## config.mk

```make
export PLATFORM = sky130hd
export DESIGN_NAME = dsadc_seq
export DESIGN_NICKNAME = d
export VERILOG_FILES = /design/src/rtl/dsadc_pkg.sv /design/src/rtl/dsadc_tick.sv /design/src/rtl/dsadc_bcd.sv /design/src/rtl/dsadc_seq.sv
export SDC_FILE = /design/constraint.sdc
export NUM_CORES = 1
export LEC_CHECK = 0
export ABC_AREA = 1
export BUFFER_PORTS_ARGS = -buffer_cell sky130_fd_sc_hd__buf_4
export CAP_MARGIN = 25
export CORE_MARGIN = 2
export CORE_UTILIZATION = 45
export CTS_CLUSTER_SIZE = 14
export DETAILED_ROUTE_END_ITERATION = 8
export GPL_TIMING_DRIVEN = 1
export HOLD_SLACK_MARGIN = 0.06
export PLACE_DENSITY = 0.69
export SYNTH_ARGS = -nofsm -noshare
export SYNTH_HDL_FRONTEND = slang
export SYNTH_SLANG_ARGS = --single-unit
```

## constraint.sdc

```tcl
create_clock -name clk_i -period 3.7 [get_ports clk_i]
set_input_delay 0.74 -clock clk_i [delete_from_list [all_inputs] [get_ports clk_i]]
set_output_delay 0.74 -clock clk_i [all_outputs]
set_load 0.01 [all_outputs]
```

## src/rtl/dsadc_pkg.sv

```systemverilog
package dsadc_pkg;

    // Switch phase of the measurement frame; the two reference phases
    // carry the polarity chosen at the end of signal integration.
    typedef enum logic [1:0] {
        PH_AZ  = 2'd0,
        PH_INT = 2'd1,
        PH_DEP = 2'd2,
        PH_DEN = 2'd3
    } phase_e;

endpackage

```

## src/rtl/dsadc_tick.sv

```systemverilog
// Count-clock enable: one cycle high out of every PRESCALE oscillator clocks.
module dsadc_tick #(
    parameter int PRESCALE = 4
) (
    input  logic clk_i,
    input  logic rst_i,
    output logic tick_o
);
    localparam int W = (PRESCALE > 1) ? $clog2(PRESCALE) : 1;
    localparam logic [W-1:0] LAST = W'(PRESCALE - 1);

    logic [W-1:0] cnt_d, cnt_q;

    always_comb begin
        tick_o = (cnt_q == LAST);
        cnt_d  = tick_o ? '0 : cnt_q + 1'b1;
    end

    always_ff @(posedge clk_i) begin
        if (rst_i) cnt_q <= '0;
        else       cnt_q <= cnt_d;
    end
endmodule

```

## src/rtl/dsadc_bcd.sv

```systemverilog
// Decade counter chain with a leading half-digit, cleared and advanced
// by the sequencer; full_o flags the largest representable value.
module dsadc_bcd #(
    parameter int DIGITS = 3
) (
    input  logic                clk_i,
    input  logic                rst_i,
    input  logic                clr_i,
    input  logic                inc_i,
    output logic [4*DIGITS-1:0] digits_o,
    output logic                half_o,
    output logic                full_o
);
    logic [DIGITS:0]   carry;
    logic [DIGITS-1:0] nine;
    logic              half_d, half_q;

    assign carry[0] = inc_i;

    for (genvar g = 0; g < DIGITS; g++) begin : g_dec
        logic [3:0] dig_d, dig_q;

        assign nine[g]           = (dig_q == 4'd9);
        assign carry[g+1]        = carry[g] & nine[g];
        assign digits_o[4*g +: 4] = dig_q;

        always_comb begin
            dig_d = dig_q;
            if (clr_i)         dig_d = 4'd0;
            else if (carry[g]) dig_d = nine[g] ? 4'd0 : dig_q + 4'd1;
        end

        always_ff @(posedge clk_i) begin
            if (rst_i) dig_q <= 4'd0;
            else       dig_q <= dig_d;
        end
    end

    always_comb begin
        half_d = half_q;
        if (clr_i)              half_d = 1'b0;
        else if (carry[DIGITS]) half_d = 1'b1;
    end

    always_ff @(posedge clk_i) begin
        if (rst_i) half_q <= 1'b0;
        else       half_q <= half_d;
    end

    assign half_o = half_q;
    assign full_o = half_q & (&nine);
endmodule

```

## src/rtl/dsadc_seq.sv

```systemverilog
// Three-phase integrating converter sequencer with BCD result latch.
module dsadc_seq
    import dsadc_pkg::*;
#(
    parameter int DIGITS   = 3,
    parameter int PRESCALE = 4
) (
    input  logic                clk_i,
    input  logic                rst_i,
    input  logic                cmp_i,
    output logic                ph_az_o,
    output logic                ph_int_o,
    output logic                ph_ref_pos_o,
    output logic                ph_ref_neg_o,
    output logic [4*DIGITS-1:0] rd_digits_o,
    output logic                rd_half_o,
    output logic                rd_neg_o,
    output logic                rd_ovr_o
);
    localparam int SIG_CNT = 10 ** DIGITS;
    localparam int DE_MAX  = 2 * SIG_CNT;
    localparam int FRAME   = 4 * SIG_CNT;
    localparam int FW      = $clog2(FRAME);
    localparam int BW      = 4 * DIGITS;
    localparam logic [FW-1:0] F_LAST  = FW'(FRAME - 1);
    localparam logic [FW-1:0] I_LAST  = FW'(SIG_CNT - 1);
    localparam logic [FW-1:0] F_RESET = FW'(SIG_CNT + DE_MAX);

    typedef struct packed {
        phase_e          ph;
        logic [FW-1:0]   fpos;
        logic            sign;
        logic [BW-1:0]   digits;
        logic            half;
        logic            neg;
        logic            ovr;
    } seq_st_t;

    seq_st_t       st_d, st_q;
    logic          tick;
    logic          bcd_clr, bcd_inc;
    logic [BW-1:0] bcd_digits;
    logic          bcd_half, bcd_full;
    logic          crossed;

    dsadc_tick #(.PRESCALE(PRESCALE)) tick_i (
        .clk_i  (clk_i),
        .rst_i  (rst_i),
        .tick_o (tick)
    );

    dsadc_bcd #(.DIGITS(DIGITS)) bcd_i (
        .clk_i    (clk_i),
        .rst_i    (rst_i),
        .clr_i    (bcd_clr),
        .inc_i    (bcd_inc),
        .digits_o (bcd_digits),
        .half_o   (bcd_half),
        .full_o   (bcd_full)
    );

    always_comb begin
        st_d    = st_q;
        bcd_clr = 1'b0;
        bcd_inc = 1'b0;
        crossed = (cmp_i != st_q.sign);
        if (tick) begin
            st_d.fpos = (st_q.fpos == F_LAST) ? '0 : st_q.fpos + 1'b1;
            unique case (st_q.ph)
                PH_AZ: begin
                    if (st_q.fpos == F_LAST) st_d.ph = PH_INT;
                end
                PH_INT: begin
                    if (st_q.fpos == I_LAST) begin
                        st_d.sign = cmp_i;
                        st_d.ph   = cmp_i ? PH_DEN : PH_DEP;
                        bcd_clr   = 1'b1;
                    end
                end
                default: begin
                    if (crossed) begin
                        st_d.ph     = PH_AZ;
                        st_d.digits = bcd_digits;
                        st_d.half   = bcd_half;
                        st_d.neg    = ~st_q.sign;
                        st_d.ovr    = 1'b0;
                    end else if (bcd_full) begin
                        st_d.ph     = PH_AZ;
                        st_d.digits = '0;
                        st_d.half   = 1'b1;
                        st_d.neg    = ~st_q.sign;
                        st_d.ovr    = 1'b1;
                    end else begin
                        bcd_inc = 1'b1;
                    end
                end
            endcase
        end
    end

    always_ff @(posedge clk_i) begin
        if (rst_i) begin
            st_q.ph     <= PH_AZ;
            st_q.fpos   <= F_RESET;
            st_q.sign   <= 1'b0;
            st_q.digits <= '0;
            st_q.half   <= 1'b0;
            st_q.neg    <= 1'b0;
            st_q.ovr    <= 1'b0;
        end else begin
            st_q <= st_d;
        end
    end

    assign ph_az_o      = (st_q.ph == PH_AZ);
    assign ph_int_o     = (st_q.ph == PH_INT);
    assign ph_ref_pos_o = (st_q.ph == PH_DEP);
    assign ph_ref_neg_o = (st_q.ph == PH_DEN);
    assign rd_digits_o  = st_q.digits;
    assign rd_half_o    = st_q.half;
    assign rd_neg_o     = st_q.neg;
    assign rd_ovr_o     = st_q.ovr;
endmodule

```

# Word level (Yosys, flattened, before mapping)

Cells that the tools add are included.

Flip-flop bits (word level): 45
Bits of input ports: 3
Word-level logic and storage cells: 64
Output and inout bits: 19

Mux-type cells: 19
Bitwise gates (word level): 6
Eq/ne operators: 12
Reduce and logical (&&, ||, !) cells: 10
$add $sub $neg: 5

Operator list:

| cell                                             | number |
|---|---|
| two-way mux 15 bit                               | 2 |
| adder 12 x 1 -> 12 bit (second input constant)   | 1 |
| adder 4 x 1 -> 4 bit (second input constant)     | 3 |
| == test 12 x 10 -> 1 bit (second input constant) | 1 |
| == test 12 bit (second input constant)           | 1 |
| == test 4 bit (second input constant)            | 3 |
| two-way mux 12 bit                               | 1 |
| two-way mux 4 bit                                | 3 |
| AND reduction 3 bit                              | 3 |
| two-way mux 1 bit                                | 8 |
| two-way mux 2 bit                                | 4 |
| == test 2 bit (second input constant)            | 3 |
| OR reduction 2 bit                               | 3 |
| bitwise AND 1 bit                                | 4 |
| != test 2 x 1 -> 1 bit (second input constant)   | 2 |
| case mux 2 bit (2 select lines)                  | 1 |
| AND reduction 4 bit                              | 1 |
| nonzero test 4 bit                               | 1 |
| adder 2 x 1 -> 2 bit (second input constant)     | 1 |
| == test 2 x 1 -> 1 bit (second input constant)   | 1 |
| zero test 2 bit                                  | 1 |
| inverter 1 bit                                   | 2 |
| nonzero test 2 bit                               | 1 |
| != test 1 bit                                    | 1 |

# Depth between registers and ports, before layout

Gate-level depths: netlist of run 1.

Word-level depth: 10
Gate-level depth with buffers: 12
Gate-level depth less buffers: 12

# Hierarchy

A second synthesis of run 1 with hierarchy kept.

Cell total of the unflattened synthesis: 330
Area total of the unflattened synthesis: 2,296.0 um^2

Modules (own cells, without submodules):

| module     | times used | area each (um^2) | sequential area each (um^2) | cells an instance |
|---|---|---|---|---|
| dsadc_seq  | 1          | 1,529.0          | 600.6                       | 215 |
| dsadc_bcd  | 1          | 691.9            | 260.2                       | 106 |
| dsadc_tick | 1          | 75.1             | 40.0                        | 9 |

# Least setup slack after synthesis of run 1

No wires, ideal clock.

Path kind: in2reg
From: in cmp_i
To: reg bcd_i.g_dec[0].dig_q[1]
Arrival time: 1,436 ps
Data required time: 3,586 ps
Slack: 2,151 ps
Buffers on the path: 0
Stages on the path: 6
Library setup time: 114 ps
Cell sequence: xnor2_4 > nand2_2 > nor2_4 > nand2_1 > a21oi_1 > nor2_1

Longest elaborated chain between the ends: 4

Ends and longest elaborated chain:

| what                 | line            | source |
|---|---|---|
| start, declared      | dsadc_seq.sv:10 | `input logic cmp_i,` |
| != test 1 bit        | dsadc_seq.sv:66 | `crossed = (cmp_i != st_q.sign);` |
| two-way mux 1 bit    | dsadc_seq.sv:81 | `if (crossed) begin` |
| two-way mux 1 bit    | dsadc_seq.sv:69 | `unique case (st_q.ph)` |
| two-way mux 1 bit    | dsadc_seq.sv:67 | `if (tick) begin` |
| end signal, assigned | dsadc_bcd.sv:35 | `else dig_q <= dig_d;` |
| end, declared        | dsadc_bcd.sv:21 | `logic [3:0] dig_d, dig_q;` |

No other way between the ends.
A chain may end at the register's enable or synchronous reset.

# Final worst setup path of run 1

From: reg st_q[16] (netlist name)
To: reg bcd_i.g_dec[0].dig_q[1]

Longest elaborated chain between the ends: 5

Ends and longest elaborated chain:

| what                                | line             | source |
|---|---|---|
| start, declared                     | dsadc_seq.sv:39  | `seq_st_t st_d, st_q;` |
| start signal, assigned              | dsadc_seq.sv:111 | `st_q <= st_d;` |
| == test 12 x 10 -> 1 bit            | dsadc_seq.sv:74  | `if (st_q.fpos == I_LAST) begin` |
| two-way mux 1 bit                   | dsadc_seq.sv:74  |  |
| two-way mux 1 bit                   | dsadc_seq.sv:69  |  |
| two-way mux 1 bit                   | dsadc_seq.sv:67  |  |
| OR reduction 2 bit (no source line) | --               |  |

No other way between the ends.

==> results of run 1 <==
-- path summary, 6_finish.rpt --
kind         slack, ps                      end             from
max               1780  bcd_i.g_dec[0].dig_q[1]         st_q[16]
min                430          tick_i.cnt_q[0]  tick_i.cnt_q[0]
max reg2reg       1780  bcd_i.g_dec[0].dig_q[1]         st_q[16]
min reg2reg        430          tick_i.cnt_q[0]  tick_i.cnt_q[0]
-- flip-flops by register name (all words and copies together), names as in the netlist --
register,flops
st_q,15
rd_half_o,1
rd_digits_o,12
rd_neg_o,1
bcd_i.half_o,1
rd_ovr_o,1
bcd_i.g_dec.dig_q,12
tick_i.cnt_q,2
-- power by group through the flow --
stage / Combinational [mW] / Sequential (mW) / Clock (mW)
after global placement: 0.0236 / 0.501 / 0
after floorplan: 0.0187 / 0.500 / 0
after global routing: 0.0270 / 0.490 / 0.412
final: 0.0238 / 0.489 / 0.385
after detailed placement: 0.0240 / 0.501 / 0
after CTS: 0.0241 / 0.489 / 0.395
-- cell type report --
class                   instances  area [um2]  area share (%)
clock inverters                 2        37.5            1.57
flip-flops and latches         45         901            37.6
multi-input cells             213        1040            43.4
repair buffers                 21         158            6.58
clock buffers                   6        82.6            3.45
inverters                      29         109            4.54
well taps                      54        67.6            2.82
-- worst max-delay path, cell delays in order, from the launching register on --
cell      delay [ps]
dfxtp_1          360
ha_1             170
nand2_1          140
nor3_1           170
nand3_1          130
nand3b_1         230
nand2_1          350
inv_1            130
nand2_1           90
nor2_1            40
-- layer usage --
metal	wire length, um	global-route usage (%)	share of wire (%)
met1	2100	23.9	51
met3	185	3.70	4.5
met5	0	0	0
met4	62	6.06	1.5
met2	1770	25.6	43
-- cells by family (layout without fill, tap and decap cells) --
| kind of cell | Yosys count | count (layout) | share of synthesized area, % |
|---|---|---|---|
| DFF | 45 | 45 | 41.2 |
| xor gates and xnor gates | 7 | 7 | 3.67 |
| buffers and inverters | 48 | 58 | 11.1 |
| and+or+nand+nor | 156 | 156 | 31.2 |
| adders and majority gates | 2 | 2 | 1.15 |
| AOI/OAI and AO/OA | 48 | 48 | 11.6 |
-- cell usage in the layout (no fill, tap or decap), types with 4 or more instances in the layout --
cell type / Yosys / final
nand3_1: 15 / 15
nor3_1: 4 / 4
inv_1: 26 / 26
clkbuf_8: 0 / 6
dfxtp_1: 45 / 45
buf_4: 14 / 21
a21oi_1: 28 / 28
xor2_1: 4 / 4
nor2_1: 44 / 44
o21ai_0: 12 / 12
nand2_1: 78 / 78
-- through the flow --
step	hold WS [ps]	cells
floorplan	398	306
global placement	416	362
detailed placement	422	362
CTS	435	370
global route	460	370
finish	425	370
==> flow_summary.json, run 1 <==
{
  "cp-end-kind": "register",
  "wirelength_mm": 4.12,
  "comb_power_share_pct": 2.7,
  "postPlaceCellArea_um2": 2280,
  "diodes": 0,
  "cts_resized": 0,
  "power.density_nw_per_um2": 375,
  "min_period_ps": 1920,
  "p_seq_share_pct": 54.4,
  "swShare_pct": 20.5,
  "post_cts_buffers": 0,
  "drcViolationCount": 0,
  "cp_max_fo": 11,
  "ys_seq_elements": 45,
  "worst_slack_ps": 1780,
  "drive_above_1_share_pct": 13.6,
  "critPathRequiredTime_ps": 3900,
  "nFillCells": 465,
  "numClockSinks": 45,
  "async_reset_ff_share_pct": 0,
  "core_um2": 4690,
  "cap_violations": 0,
  "clk_pin_slew_ps": 90,
  "synth_top_area_share_pct": 41.2,
  "synth_edf_count": 0,
  "crit_path_start_kind": "register",
  "postRouteAntennaNets": 0,
  "post-route-util_pct": 51.1,
  "grt_max_degree": 19,
  "min_path_cells": 1,
  "die_area_um2": 5430,
  "crit_type": "reg2reg",
  "final_cell_area_um2": 2400,
  "synth_seq_area_share_pct": 41.2,
  "synthesis.area_um2": 2180,
  "io_pins": 22,
  "grt_pass1_vias": 1574,
  "p_int_uw": 714,
  "syn-instance-count": 306,
  "synthFlopType": "dfxtp_1",
  "grt_antenna_before_repair": 0,
  "timing.final.crit_share_pct": 51.8,
  "yosysWarnings": 0,
  "via_per_inst": 4.95,
  "synth.avg_cell_area_um2": 7.14,
  "switchingPower_uw": 184,
  "insertion_delay_ps": 300,
  "worst_slew_pin_slew_ps": 852,
  "die_x_um": 73.7,
  "rows": 25,
  "status": "complete, no violations",
  "wl_per_cell_um": 11.1,
  "syn2layout_area_growth_pct": 9.68,
  "finalMaxSlewViolations": 0,
  "min_path_type": "reg2reg",
  "pwr-share-clk_pct": 42.9,
  "setup_viol": 0,
  "gp_congestion": 0.850,
  "power_uw": 898,
  "dpl_worst_slack_ps": 1590,
  "port_buffers": 21,
  "hold_buffers": 0,
  "peakVddDrop_v": 0.000241,
  "track_usage_pct": 17.0,
  "final_nets": 320,
  "cts_buffers": 5,
  "max_freq_ghz": 0.521,
  "cts-root-buf": "clkbuf_8",
  "yosysMostFrequentCell": "nand2_1",
  "hold_viol": 0,
  "rsz0062_at_grt": "false",
  "syn_nets": 311,
  "grt_overflow": 0,
  "max_slew_margin_pct": 43.0,
  "die_h_um": 73.7,
  "grt_pass1_wl_mm": 7.22,
  "arrival_ps": 2120,
  "vias": 1833,
  "tns_ps": 0,
  "yosysUniqueCellTypes": 33,
  "first_iter_violations": 89,
  "cts_tree": "built",
  "clockBufferDepth": 2,
  "yosysTopAreaCell": "dfxtp_1",
  "fin_worst_skew_ps": 11.1,
  "start_util_pct": 46.6,
  "synth_common_cells": "nand2_1, dfxtp_1, nor2_1",
  "dpl.hpwl_mm": 2.95,
  "synth.area.top_cells": "dfxtp_1, nand2_1, nor2_1",
  "r2r_cells": 9,
  "firstDrtPassIters": 4,
  "htree_num_levels": 2,
  "p_leak_nw": 0.987
}
No activity file was read; power rests on OpenSTA's default activity.
==> run 2: changes to the inputs <==
==> constraint.sdc (replaced) <==
create_clock -name clk_i -period 1.8 [get_ports clk_i]
set_input_delay 0.36 -clock clk_i [delete_from_list [all_inputs] [get_ports clk_i]]
set_output_delay 0.36 -clock clk_i [all_outputs]
set_load 0.01 [all_outputs]
==> run 2 against run 1 <==
  * Wire length up 10%
  * Core utilization increased by 0.21 points
  * Clock-buffer cell count unchanged
  * Worst hold slack lost 70 ps
  * Global-route usage increased by 0.23 points
  * Largest cell class unchanged
==> flow_summary.json, run 2 (synthesis gave the netlist of run 1 again) <==
{
  "status": "complete, no violations",
  "io_pins": 22,
  "crit_path_start_kind": "register",
  "p_seq_share_pct": 60.0,
  "cp_max_fo": 7,
  "cts-root-buf": "clkbuf_8",
  "timing.final.crit_share_pct": 90.7,
  "regMostFlops": "st_q",
  "first_iter_violations": 107,
  "clk_pin_slew_ps": 90,
  "swShare_pct": 23.0,
  "grt_pass1_wl_mm": 7.20,
  "grt_overflow": 0,
  "start_util_pct": 46.6,
  "dpl.hpwl_mm": 3.26,
  "die_x_um": 73.7,
  "p_int_mw": 1.29,
  "drcViolationCount": 0,
  "crit_type": "reg2reg",
  "fin_worst_skew_ps": 9.28,
  "diodes": 0,
  "hold_viol": 0,
  "wirelength_mm": 4.53,
  "multi_input_area_um2": 1040,
  "core_um2": 4690,
  "clockBufferDepth": 2,
  "insertion_delay_ps": 300,
  "p_leak_nw": 1.00,
  "cts_buffers": 5,
  "nFillCells": 478,
  "max_slew_margin_pct": 75.7,
  "layout_common_cells": "nand2_1, dfxtp_1, nor2_1",
  "max_freq_ghz": 0.613,
  "drive_above_1_share_pct": 15.2,
  "numClockSinks": 45,
  "grt_pass1_vias": 1617,
  "peakVddDrop_v": 0.000509,
  "min_path_type": "in2reg",
  "grt_antenna_before_repair": 0,
  "postRouteAntennaNets": 0,
  "min_period_ps": 1630,
  "wl_per_cell_um": 12.1,
  "vias": 1908,
  "gp_congestion": 0.841,
  "firstDrtPassIters": 4,
  "cap_violations": 0,
  "final_cell_area_um2": 2410,
  "grt_max_degree": 19,
  "rows": 25,
  "holdWs_ps": 355,
  "seq_area_um2": 901,
  "syn2layout_area_growth_pct": 10.1,
  "worst_slew_pin_slew_ps": 361,
  "final_nets": 326,
  "final_common_cell": "nand2_1",
  "pwr-share-clk_pct": 36.7,
  "via_per_inst": 5.07,
  "die_h_um": 73.7,
  "finalMaxSlewViolations": 0,
  "rsz0062_at_grt": "false",
  "tns_ps": 0,
  "htree_num_levels": 2,
  "switchingPower_uw": 385,
  "critPathRequiredTime_ps": 2000,
  "arrival_ps": 1830,
  "port_buffers": 21,
  "track_usage_pct": 17.2,
  "setup_viol": 0,
  "largest_reg_flops": 15,
  "die_area_um2": 5430,
  "hold_buffers": 0,
  "comb_power_share_pct": 3.3,
  "r2r_slack_ps": 170,
  "power.density_nw_per_um2": 696,
  "cts_tree": "built",
  "postPlaceCellArea_um2": 2320,
  "cp-end-kind": "register"
}
-- run 2: cell type report --
| class | instances | area share (%) |
|---|---|---|
| clock buffers | 6 | 3.02 |
| clock inverters | 2 | 0.416 |
| inverters | 29 | 4.52 |
| multi-input cells | 213 | 43.4 |
| flip-flops and latches | 45 | 37.4 |
| well taps | 54 | 2.81 |
| repair buffers | 27 | 8.42 |
-- run 2: final timing paths --
path,startpoint,to,cells past startpoint
setup / recovery,st_q[16],bcd_i.g_dec[1].dig_q[0],8
setup reg to reg,st_q[16],bcd_i.g_dec[1].dig_q[0],8
hold / removal,cmp_i,st_q[15],3
hold reg to reg,tick_i.cnt_q[0],tick_i.cnt_q[0],1
-- run 2: power groups by stage --
| stage | Combinational (mW) | Sequential [mW] | Clock (mW) |
|---|---|---|---|
| floorplan | 0.0384 | 1.03 | 0 |
| detailed placement | 0.0548 | 1.03 | 0 |
| CTS | 0.0551 | 1.01 | 0.631 |
| global placement | 0.0535 | 1.03 | 0 |
| global route | 0.0629 | 1.01 | 0.668 |
| finish | 0.0556 | 1.01 | 0.615 |
-- run 2: metrics by stage --
step	util (%)	worst slack [ps]	cells	power, mW
floorplan	-	377	306	1.07
finish	51.3	168	376	1.68
CTS	51.2	113	376	1.69
detailed placement	49.5	132	368	1.08
global placement	49.5	154	368	1.08
global route	51.3	4.67	376	1.74
-- run 2: timing repair --
| item | in CTS | in global routing |
|---|---|---|
| gates resized for setup | 0 | 1 |
| hold endpoints to repair | 0 | 0 |
| endpoints found under the setup margin | 0 | 2 |
| buffers inserted | 0 | 0 |
-- run 2: critical path, stage by stage (launching register included) --
cell	delay [ps]
dfxtp_1	360
ha_1	170
nand2_1	130
nor3_1	150
nand3_1	100
nand3b_1	210
nand2_1	170
buf_4	180
nor2_1	50
-- run 2: routing by layer --
| metal | track usage, % | vias to the layer above | part of all wire, % |
|---|---|---|---|
| li1 | - | 993 | - |
| met3 | 4.12 | 6 | 3.7 |
| met1 | 23.0 | 872 | 49 |
| met4 | 6.87 | 0 | 1.5 |
| met5 | 0 | - | 0 |
| met2 | 26.7 | 37 | 45 |
